File: config.mk
export PLATFORM = sky130hd
export DESIGN_NAME = cband_search
export DESIGN_NICKNAME = d
export VERILOG_FILES = /design/src/rtl/cband_pkg.sv /design/src/rtl/cband_sync_edge.sv /design/src/rtl/cband_edge_tally.sv /design/src/rtl/cband_sar_ctrl.sv /design/src/rtl/cband_search.sv
export SDC_FILE = /design/constraint.sdc
export NUM_CORES = 1
export LEC_CHECK = 0
export ABC_AREA = 1
export CORE_AREA = 2 2 71 73
export CTS_BUF_LIST = sky130_fd_sc_hd__clkbuf_4 sky130_fd_sc_hd__clkbuf_8 sky130_fd_sc_hd__clkbuf_16
export DETAILED_ROUTE_END_ITERATION = 10
export DIE_AREA = 0 0 73 75
export PLACE_DENSITY = 0.82
export SETUP_SLACK_MARGIN = 0.15
export SLEW_MARGIN = 20
export SYNTH_ARGS = -nofsm -noshare
export SYNTH_HDL_FRONTEND = slang
export SYNTH_SLANG_ARGS = --single-unit
File: constraint.sdc
create_clock -name clk -period 4.59 [get_ports clk]
set_input_delay 0.6885 -clock clk [delete_from_list [all_inputs] [get_ports clk]]
set_output_delay 0.6885 -clock clk [all_outputs]
set_load 0.005 [all_outputs]
File: src/rtl/cband_pkg.sv
package cband_pkg;
  typedef enum logic {
    SRCH_IDLE = 1'b0,
    SRCH_RUN  = 1'b1
  } srch_state_e;
endpackage

File: src/rtl/cband_sync_edge.sv
module cband_sync_edge #(
  parameter int STAGES = 2
) (
  input  logic clk,
  input  logic rst_n,
  input  logic async_i,
  output logic rise_o,
  output logic fall_o
);
  logic [STAGES-1:0] sync_q;
  logic              prev_q;

  always_ff @(posedge clk or negedge rst_n) begin
    if (!rst_n) begin
      sync_q <= '0;
      prev_q <= 1'b0;
    end else begin
      sync_q <= {sync_q[STAGES-2:0], async_i};
      prev_q <= sync_q[STAGES-1];
    end
  end

  assign rise_o = sync_q[STAGES-1] & ~prev_q;
  assign fall_o = ~sync_q[STAGES-1] & prev_q;
endmodule

File: src/rtl/cband_edge_tally.sv
module cband_edge_tally #(
  parameter int W = 10
) (
  input  logic         clk,
  input  logic         rst_n,
  input  logic         en_i,
  input  logic         pulse_i,
  output logic [W-1:0] cnt_o
);
  always_ff @(posedge clk or negedge rst_n) begin
    if (!rst_n)       cnt_o <= '0;
    else if (!en_i)   cnt_o <= '0;
    else if (pulse_i) cnt_o <= cnt_o + W'(1);
  end
endmodule

File: src/rtl/cband_sar_ctrl.sv
module cband_sar_ctrl
  import cband_pkg::*;
#(
  parameter int CODE_W = 6,
  parameter int STEP   = 1024,
  parameter int SUM_W  = 11,
  parameter int TARGET = 256
) (
  input  logic              clk,
  input  logic              rst_n,
  input  logic              start_i,
  input  logic [SUM_W-1:0]  total_i,
  output logic [CODE_W-1:0] code_o,
  output logic              hold_o,
  output logic              done_o,
  output logic              win_o
);
  localparam int HALF  = STEP / 2;
  localparam int PC_W  = $clog2(STEP);
  localparam int BIT_W = (CODE_W > 1) ? $clog2(CODE_W) : 1;

  srch_state_e       state_q;
  logic [PC_W-1:0]   pc_q;
  logic [BIT_W-1:0]  bit_q;
  logic [CODE_W-1:0] code_q, code_nxt;
  logic              done_q;
  logic              last, over;

  assign last  = (pc_q == PC_W'(STEP - 1));
  assign over  = (32'(total_i) > 32'(TARGET));
  assign win_o = (state_q == SRCH_RUN) && (pc_q >= PC_W'(HALF));

  always_comb begin
    code_nxt = code_q;
    code_nxt[bit_q] = over;
    if (bit_q != '0) code_nxt[bit_q - BIT_W'(1)] = 1'b1;
  end

  always_ff @(posedge clk or negedge rst_n) begin
    if (!rst_n) begin
      state_q <= SRCH_IDLE;
      pc_q    <= '0;
      bit_q   <= '0;
      code_q  <= '0;
      done_q  <= 1'b0;
    end else begin
      done_q <= 1'b0;
      if (state_q == SRCH_IDLE) begin
        if (start_i) begin
          state_q <= SRCH_RUN;
          pc_q    <= '0;
          bit_q   <= BIT_W'(CODE_W - 1);
          code_q  <= {1'b1, {(CODE_W-1){1'b0}}};
        end
      end else begin
        pc_q <= last ? '0 : pc_q + PC_W'(1);
        if (last) begin
          code_q <= code_nxt;
          if (bit_q == '0) begin
            state_q <= SRCH_IDLE;
            done_q  <= 1'b1;
          end else begin
            bit_q <= bit_q - BIT_W'(1);
          end
        end
      end
    end
  end

  assign code_o = code_q;
  assign hold_o = (state_q == SRCH_RUN);
  assign done_o = done_q;
endmodule

File: src/rtl/cband_search.sv
module cband_search #(
  parameter int CODE_W  = 6,
  parameter int REF_DIV = 32,
  parameter int OSC_DIV = 4,
  parameter int REF_OVS = 32
) (
  input  logic              clk,
  input  logic              rst_n,
  input  logic              start_i,
  input  logic              osc_evt_i,
  output logic [CODE_W-1:0] band_code_o,
  output logic              hold_mid_o,
  output logic              done_o
);
  localparam int STEP   = REF_DIV * REF_OVS;
  localparam int HALF   = STEP / 2;
  localparam int CNT_W  = $clog2(HALF + 1);
  localparam int SUM_W  = CNT_W + 1;
  localparam int TARGET = 2 * REF_DIV * OSC_DIV;

  logic             rise, fall, win;
  logic [1:0]       pulse;
  logic [CNT_W-1:0] cnt [2];
  logic [SUM_W-1:0] total;

  cband_sync_edge #(.STAGES(2)) u_sync (
    .clk(clk), .rst_n(rst_n), .async_i(osc_evt_i),
    .rise_o(rise), .fall_o(fall)
  );

  assign pulse = {fall, rise};

  for (genvar g = 0; g < 2; g++) begin : g_tally
    cband_edge_tally #(.W(CNT_W)) u_tally (
      .clk(clk), .rst_n(rst_n), .en_i(win),
      .pulse_i(pulse[g]), .cnt_o(cnt[g])
    );
  end

  assign total = SUM_W'(cnt[0]) + SUM_W'(cnt[1])
               + SUM_W'(rise & win) + SUM_W'(fall & win);

  cband_sar_ctrl #(
    .CODE_W(CODE_W), .STEP(STEP), .SUM_W(SUM_W), .TARGET(TARGET)
  ) u_ctrl (
    .clk(clk), .rst_n(rst_n), .start_i(start_i), .total_i(total),
    .code_o(band_code_o), .hold_o(hold_mid_o), .done_o(done_o), .win_o(win)
  );
endmodule

## Word level (Yosys, flattened, before mapping)

Index checks and enable logic that the tools add are counted.

| word-level totals | value |
|---|---|
| register bits after elaboration | 44 |
| bits in latches | 0 |
| RAM bits | 0 |
| memory bits (read-only) | 0 |
| input bits | 4 |
| output and inout bits | 8 |
| word-level logic and storage cells | 69 |
| memories | 0 |

| operators by class | value |
|---|---|
| add/sub/neg operators | 7 |
| multipliers | 0 |
| div/mod/pow operators | 0 |
| magnitude comparators | 6 |
| eq/ne operators | 5 |
| shift-type cells | 0 |
| multiplexer cells | 27 |
| bitwise gates (word level) | 7 |
| reduce and logical (&&, ||, !) cells | 8 |

Operator list:

| cell | count |
|---|---|
| $mux 10 | 7 |
| $add 10x1->10 const B | 3 |
| $mux 6 | 4 |
| $add 11x1->11 | 2 |
| $mux 3 | 4 |
| $add 10x10->11 | 1 |
| $gt 11x9->1 const B | 1 |
| $eq 10x10->1 const B | 1 |
| $ge 10x10->1 const B | 1 |
| $mux 1 | 9 |
| $lt 3x4->1 const B | 2 |
| $ne 2x2->1 const B | 4 |
| $bwmux 6 | 1 |
| $demux 1 s3 | 2 |
| $ge 3x1->1 const B | 2 |
| $or 6x6->6 | 1 |
| $and 1x1->1 | 4 |
| $logic_and 1x1->1 | 3 |
| $logic_not 3->1 | 1 |
| $reduce_and 3->1 | 1 |
| $reduce_bool 3->1 | 1 |
| $sub 3x1->3 const B | 1 |
| $not 1->1 | 2 |
| $reduce_and 2->1 | 1 |
| $reduce_bool 2->1 | 1 |

## Logic depth before layout (Yosys ltp)

Gate-level depths: netlist of the first run.

| depth | value |
|---|---|
| depth after elaboration | 11 |
| mapped depth | 24 |
| gate-level depth less buffers | 24 |

## Hierarchy

Synthesis of the first run repeated with hierarchy kept, for this count alone.

| unflattened totals | value |
|---|---|
| cells, all modules | 471 |
| area total of the unflattened synthesis | 3337.0 sq um |

Modules (own cells, without submodules):

| module | times used | cells each | area an instance (sq um) | sequential area each (sq um) |
|---|---|---|---|---|
| cband_sar_ctrl | 1 | 190 | 1355.0 | 525.5 |
| cband_edge_tally | 2 | 77 | 591.8 | 250.2 |
| cband_search | 1 | 120 | 708.2 | 0.0 |
| cband_sync_edge | 1 | 7 | 90.1 | 75.1 |

## Worst setup path before layout of the first run

No wires, ideal clock.

| timing path | value |
|---|---|
| path type | register to register |
| from | reg u_ctrl.state_q, in the netlist u_ctrl.hold_o |
| to | reg u_ctrl.code_q[0], in the netlist u_ctrl.code_o[0] |
| setup time | 0.116 ns |
| data arrival time | 2.868 ns |
| required time | 4.474 ns |
| setup slack | 1.605 ns |
| cell stages (with the launch flop) | 23 |
| path buffers | 0 |
| clock period less this slack | 2.985 ns |
| path through | dfrtp_1 > nand2_1 > nor2_1 > inv_1 > fa_1 > inv_1 > ha_1 > inv_1 > fa_1 > inv_1 > nand2_1 > nand2_1 > nand3_1 > nand2_1 > nand3_1 > nor2_1 > nand2_1 > nand2_1 > nand2_1 > nand2_1 > nand2_1 > nand2_1 > nand2_1 |

| on the way | value |
|---|---|
| longest elaborated chain between the ends | 10 |
| elaborated cells on any way between the ends | 14 |
| those cells by class | add/sub: 2; order compare: 1; eq/ne: 1; mux: 4; bitwise: 3; reduce/logical: 3 |

RTL lines:

| what | line | text |
|---|---|---|
| from (decl) | cband_sar_ctrl.sv:22 | `srch_state_e state_q;` |
| from (signal assigned) | cband_sar_ctrl.sv:41 | `state_q <= SRCH_IDLE;` |
| from (signal assigned) | cband_sar_ctrl.sv:50 | `state_q <= SRCH_RUN;` |
| from (signal assigned) | cband_sar_ctrl.sv:60 | `state_q <= SRCH_IDLE;` |
| $logic_and 1x1->1 | cband_sar_ctrl.sv:31 | `assign win_o = (state_q == SRCH_RUN) && (pc_q >= PC_W'(HALF));` |
| $and 1x1->1 | cband_search.sv:41 | `+ SUM_W'(rise & win) + SUM_W'(fall & win);` |
| $add 11x1->11 (2 in a row) | cband_search.sv:41 |  |
| $gt 11x9->1 | cband_sar_ctrl.sv:30 | `assign over = (32'(total_i) > 32'(TARGET));` |
| $bwmux 6 | cband_sar_ctrl.sv:35 | `code_nxt[bit_q] = over;` |
| $or 6x6->6 (no source line) | -- |  |
| $mux 6 | cband_sar_ctrl.sv:36 | `if (bit_q != '0) code_nxt[bit_q - BIT_W'(1)] = 1'b1;` |
| $mux 6 | cband_sar_ctrl.sv:57 | `if (last) begin` |
| $mux 6 | cband_sar_ctrl.sv:48 | `if (state_q == SRCH_IDLE) begin` |
| to (signal assigned) | cband_sar_ctrl.sv:53 | `code_q <= {1'b1, {(CODE_W-1){1'b0}}};` |
| to (signal assigned) | cband_sar_ctrl.sv:58 | `code_q <= code_nxt;` |
| to (decl) | cband_sar_ctrl.sv:25 | `logic [CODE_W-1:0] code_q, code_nxt;` |

Several ways; a longest one is shown, not always the timed one. The select of a mux whose other input is x is not followed.
A chain may end at the register's enable or synchronous reset.

## Final worst setup path of the first run

| timing path | value |
|---|---|
| from | reg u_ctrl.state_q, in the netlist u_ctrl.hold_o |
| to | reg u_ctrl.code_q[4], in the netlist u_ctrl.code_o[4] |

Same word-level chain as after synthesis.

==> impl_summary.log, run 1 <==
INFO  metric die_footprint = approximately 0.0055 mm²
INFO  metric floorplan.io_pins = 12
INFO  metric hold_depth = 0
INFO  metric placedCellCount = about 470
INFO  metric port-buffer-count = 11
INFO  metric antenna_violations_before_repair = 0
INFO  metric route.layer.met1.wl = about 2.8 mm
INFO  metric layout.nets = 453
INFO  metric final_cells = around 480
INFO  metric synth.ff_latch_count = 44
INFO  metric min-delay-start = u_sync.sync_q[0]
INFO  metric cts_tree = built
INFO  metric power.ir.vdd_worst = slightly above 0.3 mV
INFO  metric drt-pass1-iter-count = 4
INFO  metric cp.arrival = 3.64 ns
INFO  metric dr_total_vias = 2614
INFO  metric startpoint_type = register
INFO  metric design_area = 0.00327 mm²
INFO  metric crit_type = reg -> reg
INFO  metric netlist-cell-type-count = 32
INFO  metric synthesis.area_per_instance = 7.37 µm²
INFO  metric most_common_cell_type_on_the_critical_path = nand2_1
INFO  metric detail_route.drc_violations = 0
INFO  metric total_leakage_power = 1.71 nW
INFO  metric total_power = 0.00102 W
INFO  metric place.detailed.hpwl = 4.68 mm
INFO  metric min_period_over_period = around three quarters
INFO  metric aggregate_routed_wire_length = 6.25 mm
INFO  metric clockRootBuffer = clkbuf_8
INFO  metric worst_r2r_path_depth = 22
INFO  metric share_of_layout_cells_above_drive_strength_1 = 4.73%
INFO  metric cts_post_setup_buffers_inserted = 0
INFO  metric routabilityCongestion = 0.916
INFO  metric top_delay_family_on_crit_path = simple AND/OR/NAND/NOR gates
INFO  metric synthesis.area = 0.00299 mm²
INFO  metric crit_slowest_cell = dfrtp_1
INFO  metric maxCapViolCount = 0
INFO  metric slew-limit-headroom = between 30% and 40%
INFO  metric placement.cell_area = between 0.003 and 0.004 mm²
INFO  metric critPathCaptureType = register
INFO  metric gr-usage-all-layers = 25.5%
INFO  metric placementRows = 25
INFO  metric max_fanout_on_critical_path = 18
INFO  metric clkTransAtPathRegs = about 0.090 ns
INFO  metric finalHoldWorstSlack = approximately 0.35 ns
INFO  metric routedWlPerCell = ~13 µm
INFO  metric timing.hold.worst_endpoint = u_sync.sync_q[1]
INFO  metric max_clock_freq = between 200 and 300 MHz
INFO  metric cts_htree_levels = 2
INFO  metric worst_skew_pair.late_latency = 0.30 ns
INFO  metric number_of_nets_still_failing_antenna_checks_after_routing = 0
INFO  metric cts_resized = 0
INFO  metric sequential_element_share_of_the_synthesized_area = 36.9%
INFO  metric antenna_cells_inserted = 0
INFO  metric finalMaxSlewViolations = 0
INFO  metric timing.critical_path.slowest_cell_delay = 0.48 ns
INFO  metric numCtsBuffers = 5
INFO  metric path_buf_inv = 4
INFO  metric tightestPinTransition = 0.955 ns
INFO  metric first_global_vias = 2528
INFO  metric die_width = 73 µm
INFO  metric synth_warn = 0
INFO  metric number_of_sinks_handled_by_clock_tree_synthesis = 44
INFO  metric timing.hold.worst.class = reg -> reg
INFO  metric worst-endpoint-required = 4.78 ns
INFO  metric grt_first_pass_wirelength = between 10 and 15 mm
INFO  metric met3WireLength = 200 µm
INFO  metric initial_utilization = 64.1%
INFO  metric path_cells = nand2_1 -> inv_2 -> nand2_1 -> fa_1 -> inv_1 -> ha_1 -> inv_1 -> fa_1 -> inv_1 -> nand2_1 -> nand2_1 -> nand3_1 -> nand2_1 -> nand2_1 -> nand3_1 -> nand2_1 -> nand2_1 -> nand2_1 -> nand2_1 -> nand2_1 -> nand2_1 -> nand2_1
INFO  metric tns = 0 ns
INFO  metric power_density = 312 mW/mm²
INFO  metric postSynthCellCount = 405
INFO  metric grt_max_degree = 45
INFO  metric coreArea = between 0.004 and 0.005 mm²
INFO  metric syn_nets = 436
INFO  metric via_per_inst = 5.48
INFO  metric fill_cell_count = 387
INFO  metric status = completed
INFO  metric hold_viol_final = 0
INFO  metric fin_worst_skew = 0.00778 ns
INFO  metric die_h = 75 µm
INFO  metric globalRouteOverflowTotal = 0
INFO  metric setup_viol_count_final = 0
INFO  metric syn2layout_area_growth = 9.51%
INFO  metric initial_drc_count = 130
INFO  metric rsz0062_at_grt = false
INFO  metric critical_r2r_capture = u_ctrl.code_o[4]
INFO  metric worst-r2r-setup-slack = 1.14 ns
INFO  metric dr.max_layer_used = met4
INFO  metric finalCriticalPeriod = between 3 and 4 ns
INFO  metric r2r-start = u_ctrl.hold_o
INFO  metric cts_hold_repair.buffers = 0
INFO  metric wl_met2 = 3.19 mm
INFO  metric ctsLongestPathBuffers = 2
==> how the worst max path moves through the flow <==
| stage | endpoint | startpoint | slack (ns) | cells past startpoint |
|---|---|---|---|---|
| finish | u_ctrl.code_o[4] | u_ctrl.hold_o | 1.14 | 22 |
| global route | u_ctrl.code_o[1] | u_ctrl.hold_o | 0.69 | 23 |
| CTS | u_ctrl.code_o[4] | u_ctrl.hold_o | 1.16 | 22 |
| detailed placement | u_ctrl.code_o[4] | u_ctrl.hold_o | 1.19 | 22 |
| global placement | u_ctrl.code_o[4] | u_ctrl.hold_o | 1.30 | 22 |
| floorplan | u_ctrl.code_o[0] | u_ctrl.hold_o | 1.61 | 22 |
==> worst register-to-register path, cell delays in order, from the launching register on <==
cell and delay (ns):
dfrtp_1 0.48, nand2_1 0.22, inv_2 0.28, nand2_1 0.13, fa_1 0.44, inv_1 0.06
ha_1 0.20, inv_1 0.07, fa_1 0.37, inv_1 0.12, nand2_1 0.08, nand2_1 0.08
nand3_1 0.09, nand2_1 0.09, nand2_1 0.07, nand3_1 0.07, nand2_1 0.05, nand2_1 0.07
nand2_1 0.13, nand2_1 0.11, nand2_1 0.05, nand2_1 0.05, nand2_1 0.05
==> kinds of logic after synthesis <==
logic type      Yosys count  share of synthesized area [%]
compound gates           57                           11.0
xor+xnor                  7                           2.05
fa+ha+maj                27                           11.8
buf+inv                  76                           9.56
flops                    44                           36.9
simple gates            194                           28.7
==> cell usage in the layout, fill, tap and decap left out, types with 2 or more instances in the layout <==
| cell | count |
|---|---|
| clkdlybuf4s50_1 | 10 |
| a22oi_1 | 2 |
| clkbuf_8 | 5 |
| nor2_1 | 31 |
| dfrtp_1 | 44 |
| inv_1 | 72 |
| fa_1 | 2 |
| a21oi_1 | 19 |
| o22ai_1 | 6 |
| nand2_1 | 110 |
| xnor2_1 | 2 |
| nand2_2 | 3 |
| nand3_1 | 26 |
| o32ai_1 | 2 |
| ha_1 | 25 |
| a32oi_1 | 3 |
| clkinv_1 | 2 |
| nand4_1 | 7 |
| xor2_1 | 5 |
| nor3_1 | 10 |
| o21ai_0 | 21 |
==> layer usage <==
layer | global-route usage, % | vias to the layer above
met4 | 6.38 | 0
li1 | - | 1339
met3 | 4.69 | 7
met1 | 31.1 | 1216
met5 | 0 | -
met2 | 46.6 | 52
==> through the flow <==
step	utilization, %	setup slack [ns]
floorplan	-	1.61
global placement	67.7	1.30
detailed placement	67.7	1.19
CTS	70.1	1.16
global route	70.1	0.693
finish	70.1	1.14
==> synthesized netlist by cell type <==
master / number / area share (%)
o21bai_1: 1 / 0.25
o21ai_0: 21 / 3.5
o32ai_1: 2 / 0.59
inv_1: 72 / 9.1
inv_2: 1 / 0.13
a221oi_1: 1 / 0.29
nand2_4: 1 / 0.38
nand3_1: 26 / 4.4
o21a_1: 1 / 0.25
dfrtp_1: 44 / 37
a22oi_1: 2 / 0.50
nand2_1: 110 / 14
xnor2_1: 2 / 0.59
nor2_8: 1 / 0.67
nor2_1: 31 / 3.9
o22ai_1: 6 / 1.3
xor2_1: 5 / 1.5
nor4_4: 1 / 0.71
nand2_2: 3 / 0.63
nor3_1: 10 / 1.7
ha_1: 25 / 10
a32oi_1: 3 / 0.88
nand3_2: 1 / 0.34
clkbuf_1: 1 / 0.13
o31ai_1: 1 / 0.25
nor3_2: 1 / 0.34
fa_1: 2 / 1.3
nand4_1: 7 / 1.5
a21oi_1: 19 / 3.2
nor2_2: 1 / 0.21
or2_2: 1 / 0.21
clkinv_1: 2 / 0.25
==> registers in the layout (all words and copies together), names as in the netlist <==
signal and cells:
u_ctrl.pc_q 10, u_sync.sync_q 2, u_sync.prev_q 1, g_tally.u_tally.cnt_o 20
u_ctrl.code_o 6, u_ctrl.hold_o 1, u_ctrl.bit_q 3, u_ctrl.done_o 1
==> area by class of cell <==
type                            instances  area (µm²)  area share (%)
Sequential cell                        44        1100            33.7
Timing Repair Buffer                   11         105            3.21
Inverter                               75         282            8.61
Clock buffer                            5        68.8            2.10
Tap cell                               54        67.6            2.07
Clock inverter                          3        46.3            1.42
Multi-Input combinational cell        285        1600            48.9
==> where the power goes <==
part,total (W),leakage [nW],internal (W),switching [W]
sequential,0.000483,0.564,0.000437,0.0000460
combinational,0.000230,1.09,0.0000882,0.000142
clock,0.000306,0.0548,0.000164,0.000142
Note: power is estimated with default switching activity, not from simulation.
==> run 2: changes to the inputs <==
CORE_AREA = 2 2 77 79   (was 2 2 71 73)
DIE_AREA = 0 0 79 81   (was 0 0 73 75)
PLACE_DENSITY = 0.74   (was 0.82)
clock period = 3 ns   (was 4.59 ns; I/O delays follow)
==> impl_summary.log, run 2 (synthesis gave the netlist of run 1 again) <==
INFO  metric routedWlPerCell = ~12 µm
INFO  metric cp.arrival = around 3 ns
INFO  metric fin_worst_skew = around 0.008 ns
INFO  metric timing.hold.worst.class = in -> async
INFO  metric syn2layout_area_growth = 16.7%
INFO  metric worst-endpoint-required = 3.20 ns
INFO  metric setup_viol_count_final = 0
INFO  metric timing.critical_path.slowest_cell_delay = 0.51 ns
INFO  metric initial_utilization = 52.6%
INFO  metric share_of_layout_cells_above_drive_strength_1 = 13.2%
INFO  metric maxCapViolCount = 0
INFO  metric via_per_inst = 5.12
INFO  metric worst_r2r_path_depth = 19
INFO  metric tightestPinTransition = 0.559 ns
INFO  metric finalCriticalPeriod = 2.83 ns
INFO  metric cts_tree = built
INFO  metric min_period_over_period = 94.5%
INFO  metric aggregate_routed_wire_length = roughly 6.4 mm
INFO  metric critPathCaptureType = register
INFO  metric clkTransAtPathRegs = 0.08 ns
INFO  metric cts_htree_levels = 2
INFO  metric path_buf_inv = 3
INFO  metric placedCellCount = ~500
INFO  metric placementRows = 28
INFO  metric worst_skew_pair.late_latency = 0.30 ns
INFO  metric gr-usage-all-layers = 22.0%
INFO  metric total_leakage_power = 1.79 nW
INFO  metric detail_route.drc_violations = 0
INFO  metric clockRootBuffer = clkbuf_8
INFO  metric path_depth = 19
INFO  metric port-buffer-count = 11
INFO  metric dr_total_vias = 2624
INFO  metric routabilityCongestion = 0.890
INFO  metric antenna_cells_inserted = 0
INFO  metric finalMaxSlewViolations = 0
INFO  metric rsz0062_at_grt = true
INFO  metric largest-register = g_tally.u_tally.cnt_o
INFO  metric status = completed
INFO  metric final_cells = 513
INFO  metric hold_viol_final = 0
INFO  metric initial_drc_count = around 110
INFO  metric die_width = 79 µm
INFO  metric ctsLongestPathBuffers = 2
INFO  metric max_fanout_on_critical_path = 6
INFO  metric place.detailed.hpwl = 4.60 mm
INFO  metric number_of_sinks_handled_by_clock_tree_synthesis = 44
INFO  metric layout_commonest_cell = nand2_1
INFO  metric power_density = 460 mW/mm²
INFO  metric path_cells = nand2_2 -> nor2_2 -> inv_1 -> fa_1 -> inv_1 -> ha_2 -> inv_2 -> fa_2 -> nand2_1 -> a21oi_2 -> nand3_1 -> nor2_1 -> nand2_1 -> nand2_2 -> nand2_4 -> nand2_2 -> nand2_1 -> nand2_1 -> nand2_1
INFO  metric startpoint_type = register
INFO  metric globalRouteOverflowTotal = 0
INFO  metric antenna_violations_before_repair = 0
INFO  metric number_of_nets_still_failing_antenna_checks_after_routing = 0
INFO  metric largest_register_ff_count = 20
INFO  metric top_delay_family_on_crit_path = adder cells
INFO  metric drt-pass1-iter-count = 4
INFO  metric slew-limit-headroom = 62.8%
INFO  metric floorplan.io_pins = 12
INFO  metric coreArea = 0.00568 mm²
INFO  metric layout.nets = between 400 and 500
INFO  metric design_area = 0.00348 mm²
INFO  metric die_h = a little over 80 µm
INFO  metric numCtsBuffers = 5
INFO  metric total_power = 0.00160 W
INFO  metric placement.cell_area = 0.00325 mm²
INFO  metric max_clock_freq = 353 MHz
INFO  metric power.ir.vdd_worst = 0.443 mV
INFO  metric most_common_cell_type_on_the_critical_path = nand2_1
INFO  metric crit_slowest_cell = fa_2
INFO  metric cts_hold_repair.buffers = 0
INFO  metric die_footprint = 0.00640 mm²
INFO  metric most-common-layout-cells = nand2_1, inv_1, dfrtp_1
INFO  metric final_util = 61.4%
INFO  metric crit_type = reg -> reg
INFO  metric grt_max_degree = between 40 and 50
INFO  metric first_global_vias = 2636
INFO  metric grt_first_pass_wirelength = ~11 mm
[run 2: cell type report]
class | instances | area, µm²
well taps | 75 | 93.8
multi-input cells | 285 | 1660
flip-flops and latches | 44 | 1100
repair buffers | 26 | 220
clock buffers | 7 | 96.3
inverters | 75 | 282
fillers | 508 | 2190
clock inverters | 1 | 30.0
[run 2: stage by stage]
step                hold WS (ns)  setup slack [ns]  setup TNS [ns]
detailed placement         0.336            0.0179               0
floorplan                  0.154             0.160               0
CTS                        0.337             0.151               0
finish                     0.133             0.166               0
global route               0.179           -0.0759          -0.323
global placement           0.338             0.110               0
[run 2: final timing paths]
check / to / slack (ns) / startpoint
max: u_ctrl.code_o[2] / 0.17 / u_ctrl.pc_q[9]
min: g_tally[0].u_tally.cnt_o[9] / 0.13 / rst_n
max reg2reg: u_ctrl.code_o[2] / 0.17 / u_ctrl.pc_q[9]
min reg2reg: u_sync.sync_q[1] / 0.35 / u_sync.sync_q[0]
max in group asynchronous: u_ctrl.hold_o / 2.46 / rst_n
min in group clk: u_sync.sync_q[1] / 0.35 / u_sync.sync_q[0]
[run 2: layer usage]
layer / track usage [%] / routed length (µm) / vias up
met1: 26.1 / 2820 / 1204
li1: - / - / 1367
met3: 3.56 / 150 / 12
met2: 40.0 / 3250 / 41
met4: 8.45 / 133 / 0
met5: 0 / 0 / -
[run 2: power by group]
| group | internal, W | leakage, nW | switching, W | total (W) |
|---|---|---|---|---|
| sequential | 0.000668 | 0.564 | 0.0000695 | 0.000738 |
| clock | 0.000294 | 0.0645 | 0.000204 | 0.000498 |
| combinational | 0.000151 | 1.17 | 0.000215 | 0.000366 |
| total | 0.00111 | 1.79 | 0.000488 | 0.00160 |
[run 2: what timing repair did]
item / CTS / global route
gates resized for setup: 10 / 11
pin swaps: 4 / 7
setup endpoints to repair: 6 / 6
setup buffers: 5 / 2
[run 2: worst reg2reg max path, cell delays in order (launching register included)]
cell	delay [ns]
dfrtp_1	0.39
nand2_2	0.10
nor2_2	0.13
inv_1	0.06
fa_1	0.42
inv_1	0.07
ha_2	0.17
inv_2	0.04
fa_2	0.51
nand2_1	0.07
a21oi_2	0.10
nand3_1	0.10
nor2_1	0.11
nand2_1	0.07
nand2_2	0.08
nand2_4	0.08
nand2_2	0.07
nand2_1	0.05
nand2_1	0.06
nand2_1	0.05
==> run 3: changes to the inputs <==
MAX_ROUTING_LAYER = met4   (was default)
PLACE_DENSITY = 0.73   (was 0.74)
==> impl_summary.log, run 3 (synthesis gave the netlist of run 1 again) <==
INFO  metric status = completed
INFO  metric total_leakage_power = roughly 1.7 nW
INFO  metric ctsLongestPathBuffers = 2
INFO  metric most_common_cell_type_on_the_critical_path = nand2_1
INFO  metric finalMaxSlewViolations = 0
INFO  metric setup_viol_count_final = 0
INFO  metric most-common-layout-cells = nand2_1, inv_1, dfrtp_1
INFO  metric power.ir.vdd_worst = 0.356 mV
INFO  metric port-buffer-count = 11
INFO  metric max_fanout_on_critical_path = 6
INFO  metric via_per_inst = roughly 5.3
INFO  metric p_sw_share = between 30% and 40%
INFO  metric dr_total_vias = 2682
INFO  metric worst_skew_pair.late_latency = 0.30 ns
INFO  metric worst-endpoint-required = 3.19 ns
INFO  metric crit_type = reg -> reg
INFO  metric slew-limit-headroom = a little over 60%
INFO  metric route.layer.met1.wl = between 2 and 3 mm
INFO  metric syn2layout_area_growth = 13.5%
INFO  metric grt_first_pass_wirelength = about 11 mm
INFO  metric layout.nets = roughly 460
INFO  metric final_util = between 50 and 60%
INFO  metric dr.max_layer_used = met4
INFO  metric finalCriticalPeriod = 2.82 ns
INFO  metric globalRouteOverflowTotal = 0
INFO  metric p_comb_share = between 20% and 30%
INFO  metric grt_max_degree = 45
INFO  metric share_seq_of_total_power = 49.6%
INFO  metric floorplan.io_pins = 12
INFO  metric path_cells = inv_2 -> nand2_2 -> nor2_4 -> inv_2 -> fa_1 -> inv_1 -> ha_2 -> inv_1 -> fa_2 -> inv_2 -> or2_2 -> a21oi_2 -> nand3_1 -> nor2_1 -> nand2_1 -> nand2_2 -> nand2_4 -> nand2_2 -> nand2_1 -> nand2_1 -> nand2_1
INFO  metric path_buf_inv = 5
INFO  metric setup_ws = 0.177 ns
INFO  metric p_int = between 0.0009 and 0.001 W
INFO  metric placementRows = 28
INFO  metric aggregate_routed_wire_length = 6.16 mm
INFO  metric antenna_cells_inserted = 0
INFO  metric routedWlPerCell = 12.2 µm
INFO  metric cts_htree_levels = 2
INFO  metric critPathCaptureType = register
INFO  metric numCtsBuffers = 5
INFO  metric wl_met2 = 3.23 mm
INFO  metric timing.critical_path.slowest_cell_delay = 0.50 ns
INFO  metric number_of_sinks_handled_by_clock_tree_synthesis = 44
INFO  metric startpoint_type = register
INFO  metric fin_worst_skew = approximately 0.0054 ns
INFO  metric number_of_nets_still_failing_antenna_checks_after_routing = 0
INFO  metric place_worst_setup_slack = 0.0231 ns
INFO  metric largest_register_ff_count = 20
INFO  metric initial_drc_count = roughly 130
INFO  metric share_of_layout_cells_above_drive_strength_1 = 10.9%
INFO  metric detail_route.drc_violations = 0
INFO  metric initial_utilization = 52.6%
INFO  metric met3WireLength = around 150 µm
INFO  metric hold_viol_final = 0
INFO  metric layout_commonest_cell = nand2_1
INFO  metric coreArea = 0.00568 mm²
INFO  metric largest-register = g_tally.u_tally.cnt_o
INFO  metric gr-usage-all-layers = a little over a fifth
INFO  metric clockRootBuffer = clkbuf_8
INFO  metric top_delay_family_on_crit_path = simple AND/OR/NAND/NOR gates
INFO  metric die_h = around 81 µm
INFO  metric min_period_over_period = 94.1%
INFO  metric timing.hold.worst.class = in -> async
INFO  metric rsz0062_at_grt = true
INFO  metric tightestPinTransition = 0.571 ns
INFO  metric power.net_switching = 0.000490 W
INFO  metric maxCapViolCount = 0
INFO  metric antenna_violations_before_repair = 0
INFO  metric die_width = 79 µm
INFO  metric first_global_vias = 2612
INFO  metric power_density = 438 mW/mm²
INFO  metric drt-pass1-iter-count = 4
INFO  metric die_footprint = about 0.0064 mm²
INFO  metric cp.arrival = 3.02 ns
INFO  metric clockPowerShare = 26.1%
INFO  metric cts_tree = built
INFO  metric crit_slowest_cell = fa_1
INFO  metric routabilityCongestion = approximately 0.91
INFO  metric place.detailed.hpwl = around 4.5 mm
INFO  metric max_clock_freq = 354 MHz
INFO  metric clkTransAtPathRegs = 0.08 ns
-- run 3: power by group through the flow --
stage	logic (W)	clock network [W]	registers, W
3_3_place_gp	0.000340	0	0.000744
2_1_floorplan	0.000260	0	0.000734
5_1_grt	0.000413	0.000418	0.000747
3_5_place_dp	0.000354	0	0.000748
4_1_cts	0.000359	0.000396	0.000736
6_report	0.000361	0.000387	0.000736
-- run 3: worst paths after layout --
| check | startpoint | depth (start not counted) | end | slack, ns |
|---|---|---|---|---|
| min in group clk | u_sync.sync_q[0] | 0 | u_sync.sync_q[1] | 0.35 |
| worst max-delay path | u_sync.sync_q[1] | 21 | u_ctrl.code_o[0] | 0.18 |
| max in group asynchronous | rst_n | 1 | u_ctrl.hold_o | 2.44 |
| worst min register to register | u_sync.sync_q[0] | 0 | u_sync.sync_q[1] | 0.35 |
| worst min-delay path | rst_n | 1 | g_tally[0].u_tally.cnt_o[4] | 0.14 |
| worst max register to register | u_sync.sync_q[1] | 21 | u_ctrl.code_o[0] | 0.18 |
-- run 3: worst register-to-register path: stages, from the launching register on --
cell and delay (ns):
dfrtp_1 0.39, inv_2 0.06, nand2_2 0.06, nor2_4 0.09, inv_2 0.04, fa_1 0.50, inv_1 0.04, ha_2 0.16
inv_1 0.06, fa_2 0.19, inv_2 0.05, or2_2 0.27, a21oi_2 0.14, nand3_1 0.09, nor2_1 0.09, nand2_1 0.07
nand2_2 0.08, nand2_4 0.09, nand2_2 0.07, nand2_1 0.05, nand2_1 0.06, nand2_1 0.05
-- run 3: per-layer routing --
| layer | vias to the layer above | GRT usage, % |
|---|---|---|
| met5 | - | - |
| met3 | 7 | 2.44 |
| li1 | 1365 | - |
| met2 | 49 | 38.8 |
| met4 | 0 | 8.79 |
| met1 | 1261 | 25.6 |
-- run 3: layout make-up --
| cell class | instances | area, µm² |
|---|---|---|
| clock inverter | 1 | 5.00 |
| multi-input combinational | 285 | 1660 |
| clock buffer | 7 | 83.8 |
| fill | 533 | 2290 |
| timing repair buffer | 19 | 168 |
| inverter | 75 | 282 |
| sequential | 44 | 1100 |
| tap | 75 | 93.8 |
-- run 3: timing repair --
item	CTS	global route
gates resized for setup	12	7
hold buffers	0	0
pin swaps	3	4
setup endpoints to repair	6	6
buffers inserted	0	0
-- run 3: through the flow --
step,cells,hold slack [ns],TNS [ns],instance area (µm²),total power (W)
after detailed placement,498,0.338,0,3250,0.00110
after CTS,506,0.342,0,3370,0.00149
after global placement,498,0.338,0,3250,0.00108
after global routing,506,0.195,-0.121,3390,0.00158
after floorplan,405,0.154,0,2990,0.000993
final,506,0.139,0,3390,0.00148
